`src/rtl/secded_pkg.sv`:
```
package secded_pkg;

    localparam int MAX_CW = 128;

    typedef enum logic [1:0] {
        ECC_CLEAN  = 2'd0,
        ECC_SINGLE = 2'd1,
        ECC_DOUBLE = 2'd2
    } ecc_kind_e;

    typedef struct packed {
        logic corrected;
        logic double_err;
    } ecc_flags_t;

    // smallest p with 2^p >= dw + p + 1
    function automatic int chk_bits(int dw);
        int p;
        p = 1;
        while ((1 << p) < dw + p + 1) p++;
        return p;
    endfunction

    // codeword position (1-based Hamming index) carrying data bit idx
    function automatic int data_pos(int idx);
        int pos;
        int cnt;
        pos = 0;
        cnt = -1;
        for (int q = 1; q < MAX_CW; q++) begin
            if ((q & (q - 1)) != 0) begin
                cnt++;
                if (cnt == idx && pos == 0) pos = q;
            end
        end
        return pos;
    endfunction

    // positions 1..n covered by check bit j
    function automatic logic [MAX_CW-1:0] cover_mask(int j, int n);
        logic [MAX_CW-1:0] m;
        m = '0;
        for (int q = 1; q < MAX_CW; q++) begin
            if (q <= n) m[q] = ((q >> j) & 1) != 0;
        end
        return m;
    endfunction

    function automatic ecc_kind_e classify(logic syn_nz, logic par_err, logic syn_in_range);
        if (!par_err && !syn_nz)      return ECC_CLEAN;
        else if (par_err && syn_in_range) return ECC_SINGLE;
        else                          return ECC_DOUBLE;
    endfunction

endpackage

```
`src/rtl/secded_encoder.sv`:
```
module secded_encoder
    import secded_pkg::*;
#(
    parameter int DATA_W = 32,
    localparam int P    = chk_bits(DATA_W),
    localparam int N    = DATA_W + P,
    localparam int CW_W = N + 1
) (
    input  logic [DATA_W-1:0] data_in,
    output logic [CW_W-1:0]   cw_out
);

    logic [N:0]   placed;
    logic [P-1:0] chk;

    for (genvar gi = 0; gi < DATA_W; gi++) begin : g_place
        assign placed[data_pos(gi)] = data_in[gi];
    end

    for (genvar q = 0; q <= N; q++) begin : g_zero
        if ((q & (q - 1)) == 0) begin : g_pow
            assign placed[q] = 1'b0;
        end
    end

    for (genvar j = 0; j < P; j++) begin : g_chk
        localparam logic [MAX_CW-1:0] MASK = cover_mask(j, N);
        assign chk[j] = ^(placed & MASK[N:0]);
    end

    for (genvar q = 0; q <= N; q++) begin : g_cw
        if (q == 0) begin : g_all
            assign cw_out[0] = (^placed) ^ (^chk);
        end else if ((q & (q - 1)) == 0) begin : g_chkpos
            assign cw_out[q] = chk[$clog2(q)];
        end else begin : g_data
            assign cw_out[q] = placed[q];
        end
    end

endmodule

```
`src/rtl/secded_inject.sv`:
```
module secded_inject #(
    parameter int CW_W  = 39,
    parameter int POS_A = 3,
    parameter int POS_B = 5
) (
    input  logic [CW_W-1:0] cw_in,
    input  logic            inj_one,
    input  logic            inj_two,
    output logic [CW_W-1:0] cw_out
);

    logic [CW_W-1:0] flip;

    always_comb begin
        flip = '0;
        if (inj_two) begin
            flip[POS_A] = 1'b1;
            flip[POS_B] = 1'b1;
        end else if (inj_one) begin
            flip[POS_A] = 1'b1;
        end
        cw_out = cw_in ^ flip;
    end

endmodule

```
`src/rtl/secded_sdp_mem.sv`:
```
module secded_sdp_mem #(
    parameter int WORD_W = 39,
    parameter int ADDR_W = 5,
    localparam int DEPTH = 1 << ADDR_W
) (
    input  logic              clk,
    input  logic              rst,
    input  logic              wr_en,
    input  logic [ADDR_W-1:0] wr_addr,
    input  logic [WORD_W-1:0] wr_word,
    input  logic              rd_en,
    input  logic [ADDR_W-1:0] rd_addr,
    output logic [WORD_W-1:0] rd_word,
    output logic              rd_valid
);

    logic [WORD_W-1:0] store [DEPTH];

    always_ff @(posedge clk) begin
        if (wr_en) store[wr_addr] <= wr_word;
        if (rd_en) rd_word <= store[rd_addr];
    end

    always_ff @(posedge clk) begin
        if (rst) rd_valid <= 1'b0;
        else     rd_valid <= rd_en;
    end

endmodule

```
`src/rtl/secded_decoder.sv`:
```
module secded_decoder
    import secded_pkg::*;
#(
    parameter int DATA_W = 32,
    localparam int P    = chk_bits(DATA_W),
    localparam int N    = DATA_W + P,
    localparam int CW_W = N + 1
) (
    input  logic [CW_W-1:0]   cw_in,
    input  logic              valid,
    output logic [DATA_W-1:0] data_out,
    output ecc_flags_t        flags
);

    logic [P-1:0]    syn;
    logic            par_err;
    ecc_kind_e       kind;
    logic [CW_W-1:0] fixed;

    for (genvar j = 0; j < P; j++) begin : g_syn
        localparam logic [MAX_CW-1:0] MASK = cover_mask(j, N);
        assign syn[j] = ^(cw_in & MASK[N:0]);
    end

    assign par_err = ^cw_in;
    assign kind    = classify(|syn, par_err, int'(syn) <= N);

    always_comb begin
        fixed = cw_in;
        if (kind == ECC_SINGLE) begin
            for (int q = 1; q <= N; q++) begin
                if (q == int'(syn)) fixed[q] = ~cw_in[q];
            end
        end
    end

    for (genvar gi = 0; gi < DATA_W; gi++) begin : g_extract
        assign data_out[gi] = fixed[data_pos(gi)] & valid;
    end

    assign flags.corrected  = valid && (kind == ECC_SINGLE);
    assign flags.double_err = valid && (kind == ECC_DOUBLE);

endmodule

```
`src/rtl/secded_ram.sv`:
```
module secded_ram
    import secded_pkg::*;
#(
    parameter int DATA_W = 32,
    parameter int ADDR_W = 5
) (
    input  logic              clk,
    input  logic              rst,
    input  logic              wr_en,
    input  logic [ADDR_W-1:0] wr_addr,
    input  logic [DATA_W-1:0] wr_data,
    input  logic              inj_single,
    input  logic              inj_double,
    input  logic              rd_en,
    input  logic [ADDR_W-1:0] rd_addr,
    output logic [DATA_W-1:0] rd_data,
    output logic              rd_valid,
    output logic              err_corrected,
    output logic              err_double
);

    localparam int P    = chk_bits(DATA_W);
    localparam int CW_W = DATA_W + P + 1;

    logic [CW_W-1:0] enc_word;
    logic [CW_W-1:0] store_word;
    logic [CW_W-1:0] read_word;
    ecc_flags_t      flags;

    secded_encoder #(.DATA_W(DATA_W)) u_enc (
        .data_in (wr_data),
        .cw_out  (enc_word)
    );

    secded_inject #(
        .CW_W  (CW_W),
        .POS_A (data_pos(0)),
        .POS_B (data_pos(1))
    ) u_inj (
        .cw_in   (enc_word),
        .inj_one (inj_single & wr_en),
        .inj_two (inj_double & wr_en),
        .cw_out  (store_word)
    );

    secded_sdp_mem #(.WORD_W(CW_W), .ADDR_W(ADDR_W)) u_mem (
        .clk      (clk),
        .rst      (rst),
        .wr_en    (wr_en),
        .wr_addr  (wr_addr),
        .wr_word  (store_word),
        .rd_en    (rd_en),
        .rd_addr  (rd_addr),
        .rd_word  (read_word),
        .rd_valid (rd_valid)
    );

    secded_decoder #(.DATA_W(DATA_W)) u_dec (
        .cw_in    (read_word),
        .valid    (rd_valid),
        .data_out (rd_data),
        .flags    (flags)
    );

    assign err_corrected = flags.corrected;
    assign err_double    = flags.double_err;

endmodule

```
`config.mk`:
```
export PLATFORM = sky130hd
export DESIGN_NAME = secded_ram
export DESIGN_NICKNAME = d
export VERILOG_FILES = /design/src/rtl/secded_pkg.sv /design/src/rtl/secded_encoder.sv /design/src/rtl/secded_inject.sv /design/src/rtl/secded_sdp_mem.sv /design/src/rtl/secded_decoder.sv /design/src/rtl/secded_ram.sv
export SDC_FILE = /design/constraint.sdc
export NUM_CORES = 1
export LEC_CHECK = 0
export BUFFER_PORTS_ARGS = -buffer_cell sky130_fd_sc_hd__buf_4
export CAP_MARGIN = 30
export CORE_MARGIN = 4
export CORE_UTILIZATION = 56
export CTS_CLUSTER_DIAMETER = 100
export DETAILED_ROUTE_END_ITERATION = 10
export GPL_ROUTABILITY_DRIVEN = 0
export PLACE_DENSITY_LB_ADDON = 0.1
export SYNTH_ARGS = -nofsm -noshare
export SYNTH_HDL_FRONTEND = slang
export SYNTH_SLANG_ARGS = --single-unit
```
`constraint.sdc`:
```
create_clock -name clk -period 3.9 [get_ports clk]
set_input_delay 0.39 -clock clk [delete_from_list [all_inputs] [get_ports clk]]
set_output_delay 0.39 -clock clk [all_outputs]
set_load 0.01 [all_outputs]
```
== Word-level counts from Yosys, hierarchy flattened ==
Memory sizes are Yosys's and may differ from the RTL's. A register that Yosys moved wholly into a read port is not among the register bits.
Index checks and enable logic that the tools add are counted.

* $lt $le $gt $ge: 1
* Equal/unequal tests: 40
* Muxes and demuxes: 46
* Bitwise logic cells: 74
* Reduce and logical (&&, ||, !) cells: 22

{| class="wikitable"
|+ Operators with widths
! kind !! count
|-
| 39-bit XOR reduction || 14
|-
| 6-bit == test, first input constant || 23
|-
| 5-bit by 6-bit == test with 1-bit output, first input constant || 8
|-
| 1-bit two-way mux || 43
|-
| 39-bit by 6-bit bitwise XOR with 39-bit output || 1
|-
| 38-bit two-way mux || 1
|-
| 1-bit inverter || 38
|-
| 1-bit bitwise AND || 34
|-
| 4-bit by 6-bit == test with 1-bit output, first input constant || 4
|-
| 3-bit by 6-bit == test with 1-bit output, first input constant || 2
|-
| 2-bit by 6-bit == test with 1-bit output, first input constant || 1
|-
| 6-bit <= comparator, second input constant || 1
|-
| 6-bit OR reduction || 1
|-
| 6-bit XOR reduction || 1
|-
| 1-bit logical AND || 4
|-
| 2-bit two-way mux || 2
|-
| 2-bit by 1-bit == test with 1-bit output, second input constant || 1
|-
| 2-bit == test, second input constant || 1
|-
| 1-bit logical NOT || 2
|-
| 1-bit bitwise XOR || 1
|}

* Bits in registers: 1
* Memory bits (writable): 1248
* Output and inout port bits: 35
* Word-level logic and storage cells: 185
* Memories kept: 1

{| class="wikitable"
|+ Memories
! name !! depth !! bits a word !! read ports !! clocked after Yosys merged registers in !! wr ports !! RTL line !! RTL
|-
| u_mem.store || 32 || 39 || 1 || 1 || 1 || secded_sdp_mem.sv:17 || <nowiki>logic [WORD_W-1:0] store [DEPTH];</nowiki>
|}

== Longest topological paths before layout ==
* Depth in word-level cells: 8
* Gate-level depth with buffers: 9
* Depth with buffers taken out: 7

== Modules after synthesis ==
Synthesis repeated with hierarchy kept, for this count alone.

* Cells, all modules: 3080
* Area, all modules: 52683.0 um^2

{| class="wikitable"
|+ Modules (own cells, without submodules)
! module !! instances !! cells an instance !! area an instance (um^2) !! sequential area each (um^2)
|-
| secded_sdp_mem || 1 || 2745 || 49919.1 || 38667.1
|-
| secded_decoder || 1 || 203 || 1575.3 || 0.0
|-
| secded_encoder || 1 || 90 || 874.6 || 0.0
|-
| secded_inject || 1 || 40 || 301.5 || 0.0
|-
| secded_ram || 1 || 2 || 12.5 || 0.0
|}

== Worst setup path before layout ==
Ideal clock, no wire load.

* Kind: input to register
* Start: in wr_data[27]
* End: mem u_mem.store[0][0], data pin
* Setup time: 0.387 ns
* Arrival: 3.462 ns
* Required time: 3.513 ns
* Slack: 0.050 ns
* Stages on the path: 6
* Buffers on the path: 0
* Path through: xnor2_1 -> xnor2_1 -> xnor3_1 -> xnor2_1 -> xnor2_1 -> xnor2_1

* Cells in the longest elaborated chain, start to end: 4
* Elaborated cells on any way between the ends: 6
* Those cells by class: 2 x bitwise; 4 x reduce/logical

{| class="wikitable"
|+ RTL lines
! element !! RTL line !! RTL
|-
| start: declaration || secded_ram.sv:11 || <nowiki>input logic [DATA_W-1:0] wr_data,</nowiki>
|-
| 39-bit XOR reduction || secded_encoder.sv:28 || <nowiki>assign chk[j] = ^(placed & MASK[N:0]);</nowiki>
|-
| net enc_word[2] || secded_ram.sv:25 || <nowiki>logic [CW_W-1:0] enc_word;</nowiki>
|-
| 6-bit XOR reduction || secded_encoder.sv:33 || <nowiki>assign cw_out[0] = (^placed) ^ (^chk);</nowiki>
|-
| 1-bit bitwise XOR || secded_encoder.sv:33 ||
|-
| net enc_word[0] || secded_ram.sv:25 ||
|-
| 39-bit by 6-bit bitwise XOR with 39-bit output || secded_inject.sv:22 || <nowiki>cw_out = cw_in ^ flip;</nowiki>
|-
| end: declaration || secded_sdp_mem.sv:17 ||
|}

The timed path passes the listed nets, and every way through them passes these cells.

== Worst setup path after layout ==
* Start: reg u_mem.rd_word[29], read port of u_mem.store
* End: out rd_data[20]

* Cells in the longest elaborated chain, start to end: 8
* Elaborated cells on any way between the ends: 18
* Those cells by class: 1 x order compare; 2 x eq/ne; 4 x mux; 1 x bitwise; 10 x reduce/logical

{| class="wikitable"
|+ RTL lines
! element !! RTL line !! RTL
|-
| start: declaration || secded_sdp_mem.sv:13 || <nowiki>output logic [WORD_W-1:0] rd_word,</nowiki>
|-
| 39-bit XOR reduction || secded_decoder.sv:22 || <nowiki>assign syn[j] = ^(cw_in & MASK[N:0]);</nowiki>
|-
| 6-bit <= comparator or 6-bit OR reduction (tied branches) || secded_decoder.sv:26 || <nowiki>assign kind = classify(|syn, par_err, int'(syn) <= N);</nowiki>
|-
| 1-bit logical AND or 1-bit logical NOT (tied branches) || secded_pkg.sv:51, secded_pkg.sv:50 ||
|-
| 2-bit two-way mux or 1-bit logical AND (tied branches) || secded_pkg.sv:51, secded_pkg.sv:50 ||
|-
| 2-bit two-way mux || secded_pkg.sv:50 || <nowiki>if (!par_err && !syn_nz) return ECC_CLEAN;</nowiki>
|-
| 2-bit by 1-bit == test with 1-bit output || secded_decoder.sv:30 || <nowiki>if (kind == ECC_SINGLE) begin</nowiki>
|-
| 38-bit two-way mux * || secded_decoder.sv:30 ||
|-
| 1-bit bitwise AND * || secded_decoder.sv:38 || <nowiki>assign data_out[gi] = fixed[data_pos(gi)] & valid;</nowiki>
|-
| end: declaration || secded_ram.sv:16 || <nowiki>output logic [DATA_W-1:0] rd_data,</nowiki>
|}

Mark *: on every way between the ends. The rest lies on a longest branch, timed or not.

==> metrics.md <==
| Metric | Value |
|---|---|
| Run status | complete, but fails checks |
| Violations in the final reports | setup timing |
| Total stage count of the critical path | 11 |
| Remaining max-slew budget at the tightest pin | a little over a third |
| Wire length of the first global-routing pass | 185300 um |
| Clock root buffer master | clkbuf_16 |
| Number of maximum-capacitance violations | 0 |
| Area of the mapped netlist | ~50000 sq um |
| Most repeated cell in the gate-level netlist after synthesis | edfxtp_1 |
| Critical Path AT | ~4.0 ns |
| Count of buffers inserted at the top-level ports | 82 |
| TritonCTS buffer count | around 130 |
| Syn nets | approximately 2200 |
| Mux cell area share after synthesis | approximately 18% |
| Worst-Skew Late Latency | about 0.73 ns |
| Flops & latches, synth | between 1000 and 1500 |
| Number of routed nets with antenna violations | 0 |
| Setup slack, reg-to-reg | 1.83 ns |
| Dominant register cell in the synthesized netlist | edfxtp_1 |
| Final Hold Violating Endpoints | 0 |
| Total global-route track usage | approximately 28% |
| Fraction of final layout cells sized beyond drive strength 1 | approximately two fifths |
| CTS H-tree lvls | 4 |
| Main combinational cell family by area after synthesis | multiplexers |
| Post-Synthesis Cells | 2127 |
| Max Root-Sink Buffers | 3 |
| Top delay family on crit path | XOR/XNOR gates |
| Final setup violation count | 34 |
| Total number of clock tree sinks | 1288 |
| Share of the synthesized area in compound gates (AO/OA/AOI/OAI) | less than 1% |
| Dpl hpwl | 70810 um |
| Share of synthesized cell area in and, or, nand and nor gates | 1.117% |
| Minimum period implied by the final worst setup slack | ~4.4 ns |
| Endpoint with the worst hold slack | u_mem.store[1][28] |
| Clock-pin slew on the worst setup and hold paths | around 0.06 ns |
| Area share of fa/ha/maj cells after synthesis | 0% |
| Critical path's most frequent cell | buf_6 |
| Area share of the largest cell type after synthesis | approximately three quarters |
| Initial drt markers | between 3000 and 4000 |
| CTS tree | yes |
| Final #Nets | 2497 |
| Number of cell rows | 110 |
| Startpoint type of the worst setup path | register |
| Mapped Avg Cell Area | between 20 and 25 sq um |
| Clock skew | ~0.016 ns |
| Wire length reported by the detailed router | between 100000 and 150000 um |
| Number of enable-type register cells in the synthesized netlist | ~1300 |
| Average wire length per cell after detail routing | between 30 and 40 um |
| Worst-case setup margin in the final layout | -0.4862 ns |
| Ys Warns | 0 |
| Number of global-route vias before repair | 25120 |
| Most frequent cells after synthesis | edfxtp_1 (1287), mux4_2 (390), xnor2_1 (95) |
| Critical path buffers and inverters | 4 |
| CP Capture Type | output pin |
| Cell with the largest stage delay on the worst path | xor3_2 |
| Xor/xnor share of the synthesized area | roughly 2.6% |
| Area growth from synthesis to layout | 17.18% |
| Maximum operating frequency | about 230 MHz |
| Layout Utilization | about two thirds |
| Startpoint of the worst-slack reg-to-reg timing path | u_mem.store[27][9] |
| Placeable core region | around 90000 sq um |
| RSZ-0062 raised after global routing | yes |
| Number of iterations in the first detailed-routing pass | 5 |
| Setup TNS | -13.54 ns |
| Final critical-path share of the clock period | 112.5% |
| Pin slew with the least headroom to its limit | 0.9687 ns |
| Initial antenna violation count | 4 |
| Hold Path Origin | wr_data[22] |
| Maximum ir drop on the vdd rail | around 0.73 mV |
| Average vias per placed instance | 6.654 |
| Full die area | 95320 sq um |
| Cell taking the most area after synthesis | edfxtp_1 |
| I/O pin cnt | between 80 and 90 |
| CP Data Required Time | 3.51 ns |
| Depth of the most critical reg-to-reg path | 3 |
| Main area contributors after synthesis | edfxtp_1 (76%), mux4_2 (17%), xnor2_1 (1.6%) |
| Sequential element share of the synthesized area | about three quarters |
| Vertical extent of the die | 308.7 um |
| Largest net degree at the start of global routing | between 60 and 70 |
| Worst hold path depth | 1 |
| Worst-path fanout max | 8 |
| Crit path cell chain | buf_6 -> xnor2_4 -> xnor3_1 -> xor3_2 -> xor2_4 -> buf_6 -> nand2b_4 -> or4_1 -> a21oi_2 -> buf_4 -> buf_6 |
| # DRC | 0 |
| Via Count | around 25000 |
| Overall power consumption | between 30 and 40 mW |
| Type of the worst min-delay path | input pin to register |
| Number of different library cells in the post-synthesis netlist | 37 |
| Post-synthesis async set-or-reset flop share | 0% |
| Destination of the worst register-to-register timing path | u_mem.rd_word[9] |
| Pwr Density | roughly 600 nW/um^2 |
| Overall die width | approximately 300 um |
| Type of the worst setup path | register to output pin |
| Max-slew violation count | 0 |
| Leakage power summed over all cells | 18.77 nW |
| Overflow left after global routing | 0 |
| Initial cell density of the core | a little under three fifths |
| Crit path largest cell delay | ~0.58 ns |
-- layout make-up --
| cell class | instances | area, sq um |
|---|---|---|
| clock buffer | 164 | 3445 |
| clock inverter | 61 | 442.9 |
| fill | 5685 | 30520 |
| tap | 1176 | 1471 |
| inverter | 2 | 7.507 |
| multi-input combinational | 728 | 12490 |
| sequential | 1288 | 38670 |
| timing repair buffer | 298 | 2828 |
| antenna | 1 | 2.502 |
-- stage by stage --
stage | area [sq um] | std cells | hold WS [ns] | setup slack (ns)
after floorplan | 50650 | 2127 | 0.4616 | 0.05035
after global placement | 53940 | 3409 | 0.5468 | -0.06520
after detailed placement | 53980 | 3412 | 0.5551 | -0.1778
after CTS | 58990 | 3701 | 0.02473 | -0.2532
after global routing | 59350 | 3717 | 0.05125 | -0.5437
final | 59350 | 3718 | 0.06676 | -0.4862
-- sequential cells by signal, summed over array words and instances (netlist names) --
register / cells
u_mem.rd_word: 39
u_mem.store: 1248
u_mem.rd_valid: 1
-- cells in the final DEF, fill, tap and decap left out, types with 3 or more instances in the layout --
| master | netlist | final |
|---|---|---|
| xnor2_2 | 4 | 27 |
| or3_4 | 2 | 3 |
| or4_1 | 32 | 11 |
| edfxtp_1 | 1287 | 1287 |
| o31ai_2 | 0 | 10 |
| buf_4 | 1 | 216 |
| xor2_1 | 21 | 15 |
| bufinv_16 | 0 | 4 |
| clkbuf_16 | 0 | 133 |
| nand2_1 | 8 | 6 |
| clkbuf_1 | 76 | 31 |
| xnor3_1 | 6 | 5 |
| buf_6 | 1 | 40 |
| a21oi_1 | 34 | 10 |
| buf_8 | 0 | 5 |
| mux4_2 | 390 | 390 |
| a21oi_4 | 0 | 6 |
| or4_4 | 0 | 21 |
| nand3b_1 | 5 | 5 |
| o31ai_1 | 32 | 20 |
| mux2_2 | 39 | 39 |
| clkinv_1 | 0 | 34 |
| a21oi_2 | 0 | 18 |
| nor2_4 | 0 | 32 |
| dlygate4sd3_1 | 0 | 6 |
| xor2_2 | 0 | 4 |
| xnor2_4 | 1 | 6 |
| xnor2_1 | 95 | 67 |
| clkinv_2 | 0 | 13 |
| inv_6 | 0 | 7 |
| buf_12 | 0 | 28 |
-- routing by layer --
metal / vias to the layer above / routed length (um) / share of wire, % / GRT usage, %
met5: - / 0 / 0 / 0
met4: 0 / 4403 / 3.3 / 9.700
met3: 240 / 12760 / 9.7 / 6.819
met2: 1299 / 63880 / 48 / 43.93
met1: 13420 / 50980 / 39 / 40.28
li1: 9786 / - / - / -
-- cell families after synthesis --
| group | Yosys count |
|---|---|
| compound gates | 71 |
| xor+xnor | 130 |
| buf+inv | 112 |
| flops | 1288 |
| mux | 429 |
| simple gates | 97 |
-- worst max-delay path by stage --
stage	start	endpoint	slack (ns)
after floorplan	wr_data[27]	u_mem.store[0][0]	0.05
after global placement	u_mem.rd_word[23]	rd_data[29]	-0.07
after detailed placement	u_mem.rd_word[23]	rd_data[29]	-0.18
after CTS	u_mem.rd_word[22]	rd_data[2]	-0.25
after global routing	u_mem.rd_word[29]	rd_data[9]	-0.54
final	u_mem.rd_word[29]	rd_data[20]	-0.49
-- power by group --
| group | internal [mW] | switching [mW] |
|---|---|---|
| Clock | 6.52 | 5.05 |
| Sequential | 16.4 | 0.109 |
| Combinational | 3.33 | 4.32 |
| Total | 26.2 | 9.48 |
-- what timing repair did --
item	CTS	global route
pin swaps	74	22
cloned	3	0
hold buffers	6	0
setup endpoints to repair	34	34
setup buffers	55	14
hold endpoints to repair	48	0
resized for setup	118	39
No activity file was read; power rests on OpenSTA's default activity.
